## config.mk

```make
export PLATFORM = sky130hd
export DESIGN_NAME = tstbank_top
export DESIGN_NICKNAME = d
export VERILOG_FILES = /design/src/rtl/tstbank_pkg.sv /design/src/rtl/tstbank_ctrl.sv /design/src/rtl/tstbank_dp.sv /design/src/rtl/tstbank_top.sv
export SDC_FILE = /design/constraint.sdc
export NUM_CORES = 1
export LEC_CHECK = 0
export ABC_AREA = 1
export BUFFER_PORTS_ARGS = -buffer_cell sky130_fd_sc_hd__buf_2
export CORE_ASPECT_RATIO = 1.5
export CORE_MARGIN = 8
export CORE_UTILIZATION = 60
export DETAILED_ROUTE_END_ITERATION = 12
export PLACE_DENSITY = 0.81
export REMOVE_ABC_BUFFERS = 1
export SYNTH_ARGS = -nofsm -noshare
export SYNTH_HDL_FRONTEND = slang
export SYNTH_SLANG_ARGS = --single-unit
```

## constraint.sdc

```tcl
create_clock -name clk -period 4.4 [get_ports clk]
set_clock_uncertainty 0.05 [all_clocks]
set_input_delay 0.88 -clock clk [delete_from_list [all_inputs] [get_ports clk]]
set_output_delay 0.88 -clock clk [all_outputs]
set_load 0.02 [all_outputs]
```

## src/rtl/tstbank_pkg.sv

```systemverilog
package tstbank_pkg;

  localparam int MODES     = 3;
  localparam int WINDOWS   = 2;
  localparam int DESCS     = MODES * WINDOWS;
  localparam int HDR_BYTES = 16;
  localparam int STR_W     = 8 * 17;

  // strobes and selection from control to datapath
  typedef struct packed {
    logic       active;
    logic [2:0] sel;
    logic       clrCnt;
    logic       incCnt;
  } bankStrb_t;

  function automatic logic [1:0] selMode(input logic [2:0] sel);
    logic [2:0] m;
    m = (sel >= 3'd3) ? sel - 3'd3 : sel;
    return m[1:0];
  endfunction

  function automatic logic selIsIo(input logic [2:0] sel);
    return sel >= 3'd3;
  endfunction

  function automatic logic [31:0] trigOffset(input logic [2:0] sel, input int memWin,
                                             input int ioWin);
    int base;
    base = selIsIo(sel) ? ioWin : memWin;
    return 32'(base + int'(sel));
  endfunction

  function automatic int winLen(input logic [2:0] sel);
    return selIsIo(sel) ? 7 : 5;
  endfunction

  function automatic int modeLen(input logic [1:0] m);
    case (m)
      2'd0:    return 10;
      2'd1:    return 16;
      default: return 17;
    endcase
  endfunction

  function automatic int nameLen(input logic [2:0] sel);
    return winLen(sel) + modeLen(selMode(sel));
  endfunction

  // character k of a right-aligned packed string of length len
  function automatic logic [7:0] strAt(input logic [STR_W-1:0] s, input int len, input int k);
    if (k < 0 || k >= len) return 8'h00;
    return s[(len - 1 - k) * 8 +: 8];
  endfunction

  function automatic logic [7:0] nameChar(input logic [2:0] sel, input int k);
    logic [STR_W-1:0] winStr, modeStr;
    int wl;
    wl = winLen(sel);
    winStr = selIsIo(sel) ? STR_W'("portio-") : STR_W'("mmio-");
    case (selMode(sel))
      2'd0:    modeStr = STR_W'("no-eventfd");
      2'd1:    modeStr = STR_W'("wildcard-eventfd");
      default: modeStr = STR_W'("datamatch-eventfd");
    endcase
    if (k < wl) return strAt(winStr, wl, k);
    return strAt(modeStr, modeLen(selMode(sel)), k - wl);
  endfunction

endpackage

```

## src/rtl/tstbank_ctrl.sv

```systemverilog
module tstbank_ctrl
  import tstbank_pkg::*;
#(
  parameter int          MEM_WIN    = 2048,
  parameter int          IO_WIN     = 128,
  parameter int          ADDR_W     = 12,
  parameter int          SIZE_W     = 3,
  parameter logic [7:0]  MATCH_BYTE = 8'hFA
) (
  input  logic              clk,
  input  logic              rstN,
  input  logic              memWrEn,
  input  logic              ioWrEn,
  input  logic [ADDR_W-1:0] wrAddr,
  input  logic [7:0]        wrData,
  input  logic [SIZE_W-1:0] wrSize,
  output bankStrb_t         strb
);

  localparam int IO_SPAN = 2 * IO_WIN;

  logic       active;
  logic [2:0] sel;
  logic       ioOk, anyWr, wrIsIo, modeWr, modeOk, wildSel, addrHit, dataOk;
  logic [2:0] newSel;

  always_comb begin
    ioOk    = ioWrEn && (32'(wrAddr) < 32'(IO_SPAN));
    anyWr   = memWrEn || ioOk;
    wrIsIo  = !memWrEn;                       // memory strobe wins
    modeWr  = anyWr && (wrAddr == '0);
    modeOk  = wrData < 8'(MODES);
    newSel  = wrIsIo ? (3'(MODES) + wrData[2:0]) : wrData[2:0];
    wildSel = selMode(sel) == 2'd1;
    addrHit = 32'(wrAddr) == trigOffset(sel, MEM_WIN, IO_WIN);
    dataOk  = wildSel || ((wrSize == SIZE_W'(1)) && (wrData == MATCH_BYTE));
  end

  always_ff @(posedge clk or negedge rstN) begin
    if (!rstN) begin
      active <= 1'b0;
      sel    <= '0;
    end else if (modeWr) begin
      active <= modeOk;
      if (modeOk) sel <= newSel;
    end
  end

  always_comb begin
    strb.active = active;
    strb.sel    = sel;
    strb.clrCnt = modeWr && modeOk;
    strb.incCnt = anyWr && !modeWr && active && addrHit && dataOk;
  end

  AST_BAD_MODE_IDLES: assert property (@(posedge clk) disable iff (!rstN)
    (memWrEn && wrAddr == '0 && wrData >= 8'd3) |=> !strb.active);

  AST_MEM_MODE_SEL: assert property (@(posedge clk) disable iff (!rstN)
    (memWrEn && wrAddr == '0 && wrData < 8'd3)
      |=> (strb.active && strb.sel == 3'($past(wrData))));

  AST_IO_MODE_SEL: assert property (@(posedge clk) disable iff (!rstN)
    (ioWrEn && !memWrEn && wrAddr == '0 && wrData < 8'd3)
      |=> (strb.active && strb.sel == 3'($past(wrData)) + 3'd3));

  AST_IO_OUT_OF_SPAN: assert property (@(posedge clk) disable iff (!rstN)
    (ioWrEn && !memWrEn && 32'(wrAddr) >= 32'(IO_SPAN))
      |-> (!strb.incCnt && !strb.clrCnt));

  AST_MATCH_RULE: assert property (@(posedge clk) disable iff (!rstN)
    (strb.incCnt && selMode(strb.sel) != 2'd1)
      |-> (wrSize == SIZE_W'(1) && wrData == MATCH_BYTE));

endmodule

```

## src/rtl/tstbank_dp.sv

```systemverilog
module tstbank_dp
  import tstbank_pkg::*;
#(
  parameter int         MEM_WIN    = 2048,
  parameter int         IO_WIN     = 128,
  parameter int         ADDR_W     = 12,
  parameter int         CNT_W      = 32,
  parameter logic [7:0] MATCH_BYTE = 8'hFA,
  parameter logic [7:0] WILD_BYTE  = 8'hCE
) (
  input  logic              clk,
  input  logic              rstN,
  input  bankStrb_t         strb,
  input  logic              rdEn,
  input  logic [ADDR_W-1:0] rdAddr,
  output logic [7:0]        rdData
);

  localparam int WORD_BYTES = 4;

  logic [CNT_W-1:0] cnt;
  logic [31:0]      cntWord, trigWord;
  logic [7:0]       cntBytes  [WORD_BYTES];
  logic [7:0]       trigBytes [WORD_BYTES];
  logic [7:0]       byteVal;

  always_ff @(posedge clk or negedge rstN) begin
    if (!rstN)            cnt <= '0;
    else if (strb.clrCnt) cnt <= '0;
    else if (strb.incCnt) cnt <= cnt + CNT_W'(1);
  end

  assign cntWord  = 32'(cnt);
  assign trigWord = trigOffset(strb.sel, MEM_WIN, IO_WIN);

  for (genvar b = 0; b < WORD_BYTES; b++) begin : gSlice
    assign cntBytes[b]  = cntWord[8*b +: 8];
    assign trigBytes[b] = trigWord[8*b +: 8];
  end

  always_comb begin
    int idx;
    idx     = int'(rdAddr);
    byteVal = 8'h00;
    if (strb.active && idx < HDR_BYTES + nameLen(strb.sel)) begin
      if (idx >= HDR_BYTES) begin
        byteVal = nameChar(strb.sel, idx - HDR_BYTES);
      end else begin
        case (idx)
          0:              byteVal = 8'(strb.sel);
          1:              byteVal = 8'd1;
          4, 5, 6, 7:     byteVal = trigBytes[rdAddr[1:0]];
          8:              byteVal = (selMode(strb.sel) == 2'd1) ? WILD_BYTE : MATCH_BYTE;
          12, 13, 14, 15: byteVal = cntBytes[rdAddr[1:0]];
          default:        byteVal = 8'h00;
        endcase
      end
    end
  end

  always_ff @(posedge clk or negedge rstN) begin
    if (!rstN) rdData <= 8'h00;
    else       rdData <= rdEn ? byteVal : 8'h00;
  end

  AST_CNT_CLEAR: assert property (@(posedge clk) disable iff (!rstN)
    strb.clrCnt |=> (cnt == '0));

  AST_CNT_STEP: assert property (@(posedge clk) disable iff (!rstN)
    (strb.incCnt && !strb.clrCnt) |=> (cnt == $past(cnt) + CNT_W'(1)));

  AST_CNT_HOLD: assert property (@(posedge clk) disable iff (!rstN)
    (!strb.incCnt && !strb.clrCnt) |=> $stable(cnt));

  AST_STROBE_EXCL: assert property (@(posedge clk) disable iff (!rstN)
    !(strb.incCnt && strb.clrCnt));

  AST_IDLE_READ: assert property (@(posedge clk) disable iff (!rstN)
    (!rdEn || !strb.active) |=> (rdData == 8'h00));

endmodule

```

## src/rtl/tstbank_top.sv

```systemverilog
module tstbank_top
  import tstbank_pkg::*;
#(
  parameter int         MEM_WIN    = 2048,
  parameter int         IO_WIN     = 128,
  parameter int         CNT_W      = 32,
  parameter int         SIZE_W     = 3,
  parameter logic [7:0] MATCH_BYTE = 8'hFA,
  parameter logic [7:0] WILD_BYTE  = 8'hCE,
  parameter int         ADDR_W     = $clog2(2 * MEM_WIN)
) (
  input  logic              clk,
  input  logic              rstN,
  input  logic              memWrEn,
  input  logic              ioWrEn,
  input  logic [ADDR_W-1:0] wrAddr,
  input  logic [7:0]        wrData,
  input  logic [SIZE_W-1:0] wrSize,
  input  logic              rdEn,
  input  logic [ADDR_W-1:0] rdAddr,
  output logic [7:0]        rdData
);

  bankStrb_t strb;

  tstbank_ctrl #(
    .MEM_WIN(MEM_WIN), .IO_WIN(IO_WIN), .ADDR_W(ADDR_W),
    .SIZE_W(SIZE_W), .MATCH_BYTE(MATCH_BYTE)
  ) uCtrl (
    .clk(clk), .rstN(rstN), .memWrEn(memWrEn), .ioWrEn(ioWrEn),
    .wrAddr(wrAddr), .wrData(wrData), .wrSize(wrSize), .strb(strb)
  );

  tstbank_dp #(
    .MEM_WIN(MEM_WIN), .IO_WIN(IO_WIN), .ADDR_W(ADDR_W), .CNT_W(CNT_W),
    .MATCH_BYTE(MATCH_BYTE), .WILD_BYTE(WILD_BYTE)
  ) uDp (
    .clk(clk), .rstN(rstN), .strb(strb), .rdEn(rdEn),
    .rdAddr(rdAddr), .rdData(rdData)
  );

endmodule

```

==> results of run 1 <==
worst max-delay path, cell delays in order (launching register included):
cell and delay (ps):
dfrtp_1 460, ha_1 250, nor2_2 120, nand2_4 160, fa_1 430, inv_1 100
a21oi_2 70, xor2_1 200, inv_1 70, ha_1 370, a21oi_1 230, nand2_1 110
nand3_2 130, nand2_2 150, o21ai_0 270, nand3_1 120, nand2_1 60, nand2_1 50
nand2_1 60, nand2_1 50, a21oi_1 160
Yosys cell counts (2+ instances only):
master,n
nand2_1,160
inv_1,109
nor2_1,77
nand3_1,55
o21ai_0,52
dfrtp_1,44
a21oi_1,34
ha_1,28
nand4_1,25
nor3_1,25
xor2_1,22
nor4_1,11
nand2_2,9
xnor2_1,8
inv_2,7
nor2_2,5
a221oi_1,4
clkbuf_1,4
fa_1,4
nand3_2,4
o211ai_1,4
o21bai_1,4
a21oi_2,3
a31oi_1,3
buf_4,3
nand2_4,3
nor2_4,3
o22ai_1,3
o31ai_1,3
a22oi_1,2
buf_2,2
nor2_8,2
nor3b_1,2
o21ai_1,2
o221ai_1,2
o41ai_1,2
or2_2,2
area by class of cell:
type | instances | share of cell area
Multi-Input combinational cell | 577 | 0.611
Sequential cell | 44 | 0.202
Clock buffer | 6 | 0.0255
Clock inverter | 2 | 0.00712
Inverter | 118 | 0.0817
Tap cell | 105 | 0.0241
Timing Repair Buffer | 51 | 0.0487
report_power, final:
| part | internal, mW | switching [mW] |
|---|---|---|
| Sequential | 0.405 | 0.0000801 |
| Combinational | 0.0801 | 0.161 |
| Clock | 0.284 | 0.159 |
metrics by stage:
stage | power, mW | hold slack [ps] | cell area [sq um]
detailed placement | 0.649 | 484 | 5270
floorplan | 0.569 | 448 | 4880
finish | 1.09 | 513 | 5450
global placement | 0.645 | 473 | 5270
global route | 1.13 | 520 | 5450
CTS | 1.08 | 498 | 5450
registers in the layout (all words and copies together) (netlist names):
register,cells
uCtrl.active,1
uDp.cnt,32
uDp.rdData,8
uCtrl.sel,3
kinds of logic after synthesis:
logic type | synth area share
simple gates | 0.380
buf+inv | 0.102
compound gates | 0.148
flops | 0.223
fa+ha+maj | 0.0872
xor+xnor | 0.0588
other cells | 0.000760
worst min-delay path by stage:
stage                 from          end  slack, ps  cells after the start
2_1_floorplan  uDp.cnt[31]  uDp.cnt[31]        450                      2
3_3_place_gp   uDp.cnt[22]  uDp.cnt[22]        470                      2
3_5_place_dp   uDp.cnt[22]  uDp.cnt[22]        480                      2
4_1_cts        uDp.cnt[22]  uDp.cnt[22]        500                      2
5_1_grt        uDp.cnt[22]  uDp.cnt[22]        520                      2
6_report       uDp.cnt[22]  uDp.cnt[22]        510                      2
cells in the final DEF (no fill, tap or decap), types with 28 or more instances in the layout:
master   instances
nor2_1          77
inv_1          109
a21oi_1         34
ha_1            28
buf_2           47
dfrtp_1         44
nand3_1         55
o21ai_0         52
nand2_1        160
layer usage:
metal / GRT usage / part of all wire
met4: 0.182 / 0.060
met3: 0.0369 / 0.053
met1: 0.239 / 0.34
met5: 0 / 0
met2: 0.516 / 0.55
==> out/summary.txt, run 1 <==
Outcome -> completed
Crit path capture -> uDp.rdData[2]
Synth top area share -> 0.223
Util after Layout -> 0.681
R2R Path Start -> uCtrl.sel[0]
CP startpoint -> uCtrl.sel[0]
I/O pin total -> 48
Fillcell total -> 717
Total number of vias -> 5,386
Critical path type -> register to register
Placed Cells -> 895
Post-synth EDFFs -> 0
Die height -> 127 um
Initial antenna violation count -> 0
Sequential fraction of the synthesis area -> 0.223
Post-route setup TNS -> 0 ps
Async set or reset register ratio after synthesis -> 1.00
Placer Congestion -> 1.01
Non-Filler Instances -> 903
R2R Setup Slk -> 640 ps
Vias in the first global route -> 5,327
Final worst slack -> 643 ps
Max_slew headroom -> 0.325
Leak pwr -> 2.79 nW
Startpoint Class -> register
Pwr Density -> 200 nW/um^2
Clock Latency Late Sink -> 290 ps
Final period utilization -> 0.854
Grt ovf -> 0
CTS buffer count -> 5
RSZ-0062 raised after global routing -> false
Syn Area/Cell -> 6.59 sq um
Die area -> 11,400 sq um
Post-route ant nets -> 0
Clock H-tree levels -> 2
GRT Total Usage -> 0.262
Crit path required time -> 4550 ps
Critical Path AT -> 3910 ps
Share of cells above drive strength 1 -> 0.132
Worst slew pin tran -> 1010 ps
Number of distinct library cells after synthesis -> 54
Largest net degree at the start of global routing -> 45
Number of setup violations in the final report -> 0
Initial DRC count -> 314
CTS resizes -> 0
Critical path capture point type -> register
Worst r2r path cells -> 20
Pre-CTS WS -> 436 ps
Final hold vios -> 0
Pins Over Slew Limit -> 0
DR WL/cell -> 16.9 um
Reg clk slew, reported paths -> 60 ps
Drt drc -> 0
Ant. Diodes -> 0
Drt total wl -> 15,300 um
CTS tree -> yes
DRT Pass-1 Iters -> 5
Ys flop type -> dfrtp_1
Cells after synthesis -> 749
DR vias/cell -> 5.96
Fin crit period -> 3760 ps
Die W -> 90.0 um
Clock sink count -> 44
Site Rows -> 40
Clk root buf -> clkbuf_16
FMAX -> 266 MHz
Ys Warns -> 0
#FFs+latches synth -> 44
Synth Cell Area -> 4930 sq um
VDD IR max -> 233 uV
Worst-path fanout max -> 12
Register Area -> 1100 sq um
IO Port Bufs -> 47
Final net count -> 869
Syn-to-layout area delta -> 10.4%
Post-synth top area cell -> dfrtp_1
Synth top area cells -> dfrtp_1, nand2_1, inv_1
HP Class -> register to register
First-pass GRT wire length -> 24,800 um
Max_cap viols -> 0
Area of the core -> 8010 sq um
Multi-input gate area -> 3330 sq um
R2r endpoint -> uDp.rdData[2]
Post-CTS Setup Bufs -> 0
Starting density of the core -> 0.616
DP HPWL -> 12,400 um
CTS Buffer Depth -> 2
Post-cts hold buffer count -> 0
(Power assumes the default switching activity.)
==> run 2: changes to the inputs <==
PLACE_DENSITY = 0.83   (was 0.81)
==> out/summary.txt, run 2 (synthesis results as in run 1) <==
Comb power frac -> 0.221 (about the same)
Commonest cells after routing, fill and taps aside -> nand2_1, inv_1, nor2_1, nand3_1, o21ai_0
Initial DRC count -> 410 (+31%)
Area of the core -> 8010 sq um (unchanged)
Die height -> 127 um (unchanged)
Initial antenna violation count -> 0 (unchanged)
Post-cts hold buffer count -> 0 (unchanged)
Largest net degree at the start of global routing -> 45 (unchanged)
Post-route ant nets -> 0 (unchanged)
Design Power -> 1.10 mW (+0.94%)
Internal power -> 0.783 mW (+1.8%)
Fillcell total -> 735 (+2.5%)
Post-CTS Setup Bufs -> 0 (unchanged)
Register Area -> 1100 sq um (unchanged)
Final period utilization -> 0.852 (-0.00206)
CP max stage cell -> fa_1
Die area -> 11,400 sq um (unchanged)
IO Port Bufs -> 47 (unchanged)
Most used cell, CP -> nand2_1
Final worst slack -> 652 ps (+9.08 ps)
Clk root buf -> clkbuf_16
Pre-CTS WS -> 410 ps (-26.1 ps)
Die W -> 90.0 um (unchanged)
Clock H-tree levels -> 2 (unchanged)
Max_slew headroom -> 0.320 (-0.00468)
Syn-to-layout area delta -> 10.4% (about the same)
Clock Latency Late Sink -> 290 ps (about the same)
CTS Buffer Depth -> 2 (unchanged)
Top Registers -> uDp.cnt x32, uDp.rdData x8, uCtrl.sel x3
Ant. Diodes -> 0 (unchanged)
DR vias/cell -> 5.88 (-1.5%)
Post-route setup TNS -> 0 ps (unchanged)
RSZ-0062 raised after global routing -> false
Flop pwr share -> 0.368 (-0.004)
Critical path type -> primary input to register
Crit path required time -> 4560 ps (about the same)
Starting density of the core -> 0.616 (unchanged)
Biggest cell delay along the critical path -> 460 ps (about the same)
Pwr Density -> 202 nW/um^2 (+0.98%)
P_sw -> 0.316 mW (-1.1%)
Grt ovf -> 0 (unchanged)
DP HPWL -> 12,400 um (-0.12%)
Site Rows -> 40 (unchanged)
Critical Path AT -> 3910 ps (about the same)
Leak pwr -> 2.78 nW (about the same)
HP Class -> register to register
Startpoint Class -> primary input
Final hold vios -> 0 (unchanged)
Drt drc -> 0 (unchanged)
CTS resizes -> 0 (unchanged)
Worst-path fanout max -> 17 (+5)
FMAX -> 267 MHz (+0.24%)
Vias in the first global route -> 5,391 (+1.2%)
Clock share of power -> 0.411 (+0.004)
Fin crit period -> 3750 ps (-9.08 ps)
Most flops, register -> uDp.cnt
Clock sink count -> 44 (unchanged)
Final net count -> 868 (-0.12%)
R2R Setup Slk -> 680 ps (+40 ps)
DR WL/cell -> 17.1 um (+0.95%)
Drt total wl -> 15,400 um (+0.84%)
I/O pin total -> 48 (unchanged)
Reg clk slew, reported paths -> 60 ps (about the same)
CTS tree -> yes
Max_cap viols -> 0 (unchanged)
Multi-input gate area -> 3330 sq um (unchanged)
Switching Share -> 0.288 (-0.00597)
Largest register FFs -> 32 (unchanged)
Commonest non-fill, non-tap cell in the layout -> nand2_1
CTS buffer count -> 5 (unchanged)
GRT Total Usage -> 0.268 (+0.00624)
Number of setup violations in the final report -> 0 (unchanged)
Placer Congestion -> 1.02 (+0.88%)
First-pass GRT wire length -> 25,200 um (+1.4%)
Pins Over Slew Limit -> 0 (unchanged)
Worst slew pin tran -> 1020 ps (+7.03 ps)
Outcome -> completed
VDD IR max -> 281 uV (+21%)
Critical path capture point type -> register
Share of cells above drive strength 1 -> 0.130 (-0.00109)
Total number of vias -> 5,301 (-1.6%)
Critical-path cell list -> buf_2, inv_1, fa_1, inv_1, a21oi_2, xor2_1, inv_1, ha_1, a21oi_1, nand2_1, nand3_2, nand2_2, inv_2, nand2_1, o21bai_1, nand2_1, nand2_1, nand2_1, nand2_1, nand2_1, a21oi_1
DRT Pass-1 Iters -> 5 (unchanged)
## run 2: path summary, 6_finish.rpt
path | endpoint | depth (start not counted) | start
max in group asynchronous | uDp.cnt[21] | 1 | rstN
hold reg to reg | uDp.cnt[22] | 2 | uDp.cnt[22]
setup reg to reg | uDp.rdData[3] | 21 | uCtrl.sel[0]
setup / recovery | uDp.rdData[3] | 21 | rdAddr[0]
min in group asynchronous | uDp.cnt[15] | 1 | rstN
hold / removal | uDp.cnt[22] | 2 | uDp.cnt[22]
## run 2: stage by stage
step	hold WS (ps)	std cells	utilization	instance area, sq um
after detailed placement	475	894	0.658	5270
after global placement	477	894	0.658	5270
after floorplan	448	739	-	4880
after global routing	530	902	0.680	5450
after CTS	492	902	0.680	5450
final	497	902	0.680	5450
## run 2: final cells by class
type / instances / share of cell area
inverter: 118 / 0.0818
tap: 105 / 0.0241
timing repair buffer: 50 / 0.0473
multi-input combinational: 577 / 0.611
clock buffer: 7 / 0.0280
clock inverter: 1 / 0.00551
sequential: 44 / 0.202
## run 2: power by group through the flow
stage | logic [mW] | registers (mW) | clock network (mW)
floorplan | 0.157 | 0.412 | 0
global placement | 0.233 | 0.412 | 0
detailed placement | 0.237 | 0.412 | 0
CTS | 0.238 | 0.405 | 0.457
global route | 0.273 | 0.405 | 0.465
finish | 0.243 | 0.405 | 0.452
## run 2: layer usage
layer,GRT usage,up-vias,part of all wire
li1,-,2576,-
met4,0.208,0,0.067
met1,0.248,2451,0.34
met2,0.514,208,0.54
met3,0.0393,66,0.049
met5,0,-,0
## run 2: critical path: cells and delay by family
kind            cells  cell delay, ps
simple gates        9             740
xor+xnor            1             190
compound gates      4             590
fa+ha+maj           2             820
buf+inv             5             690
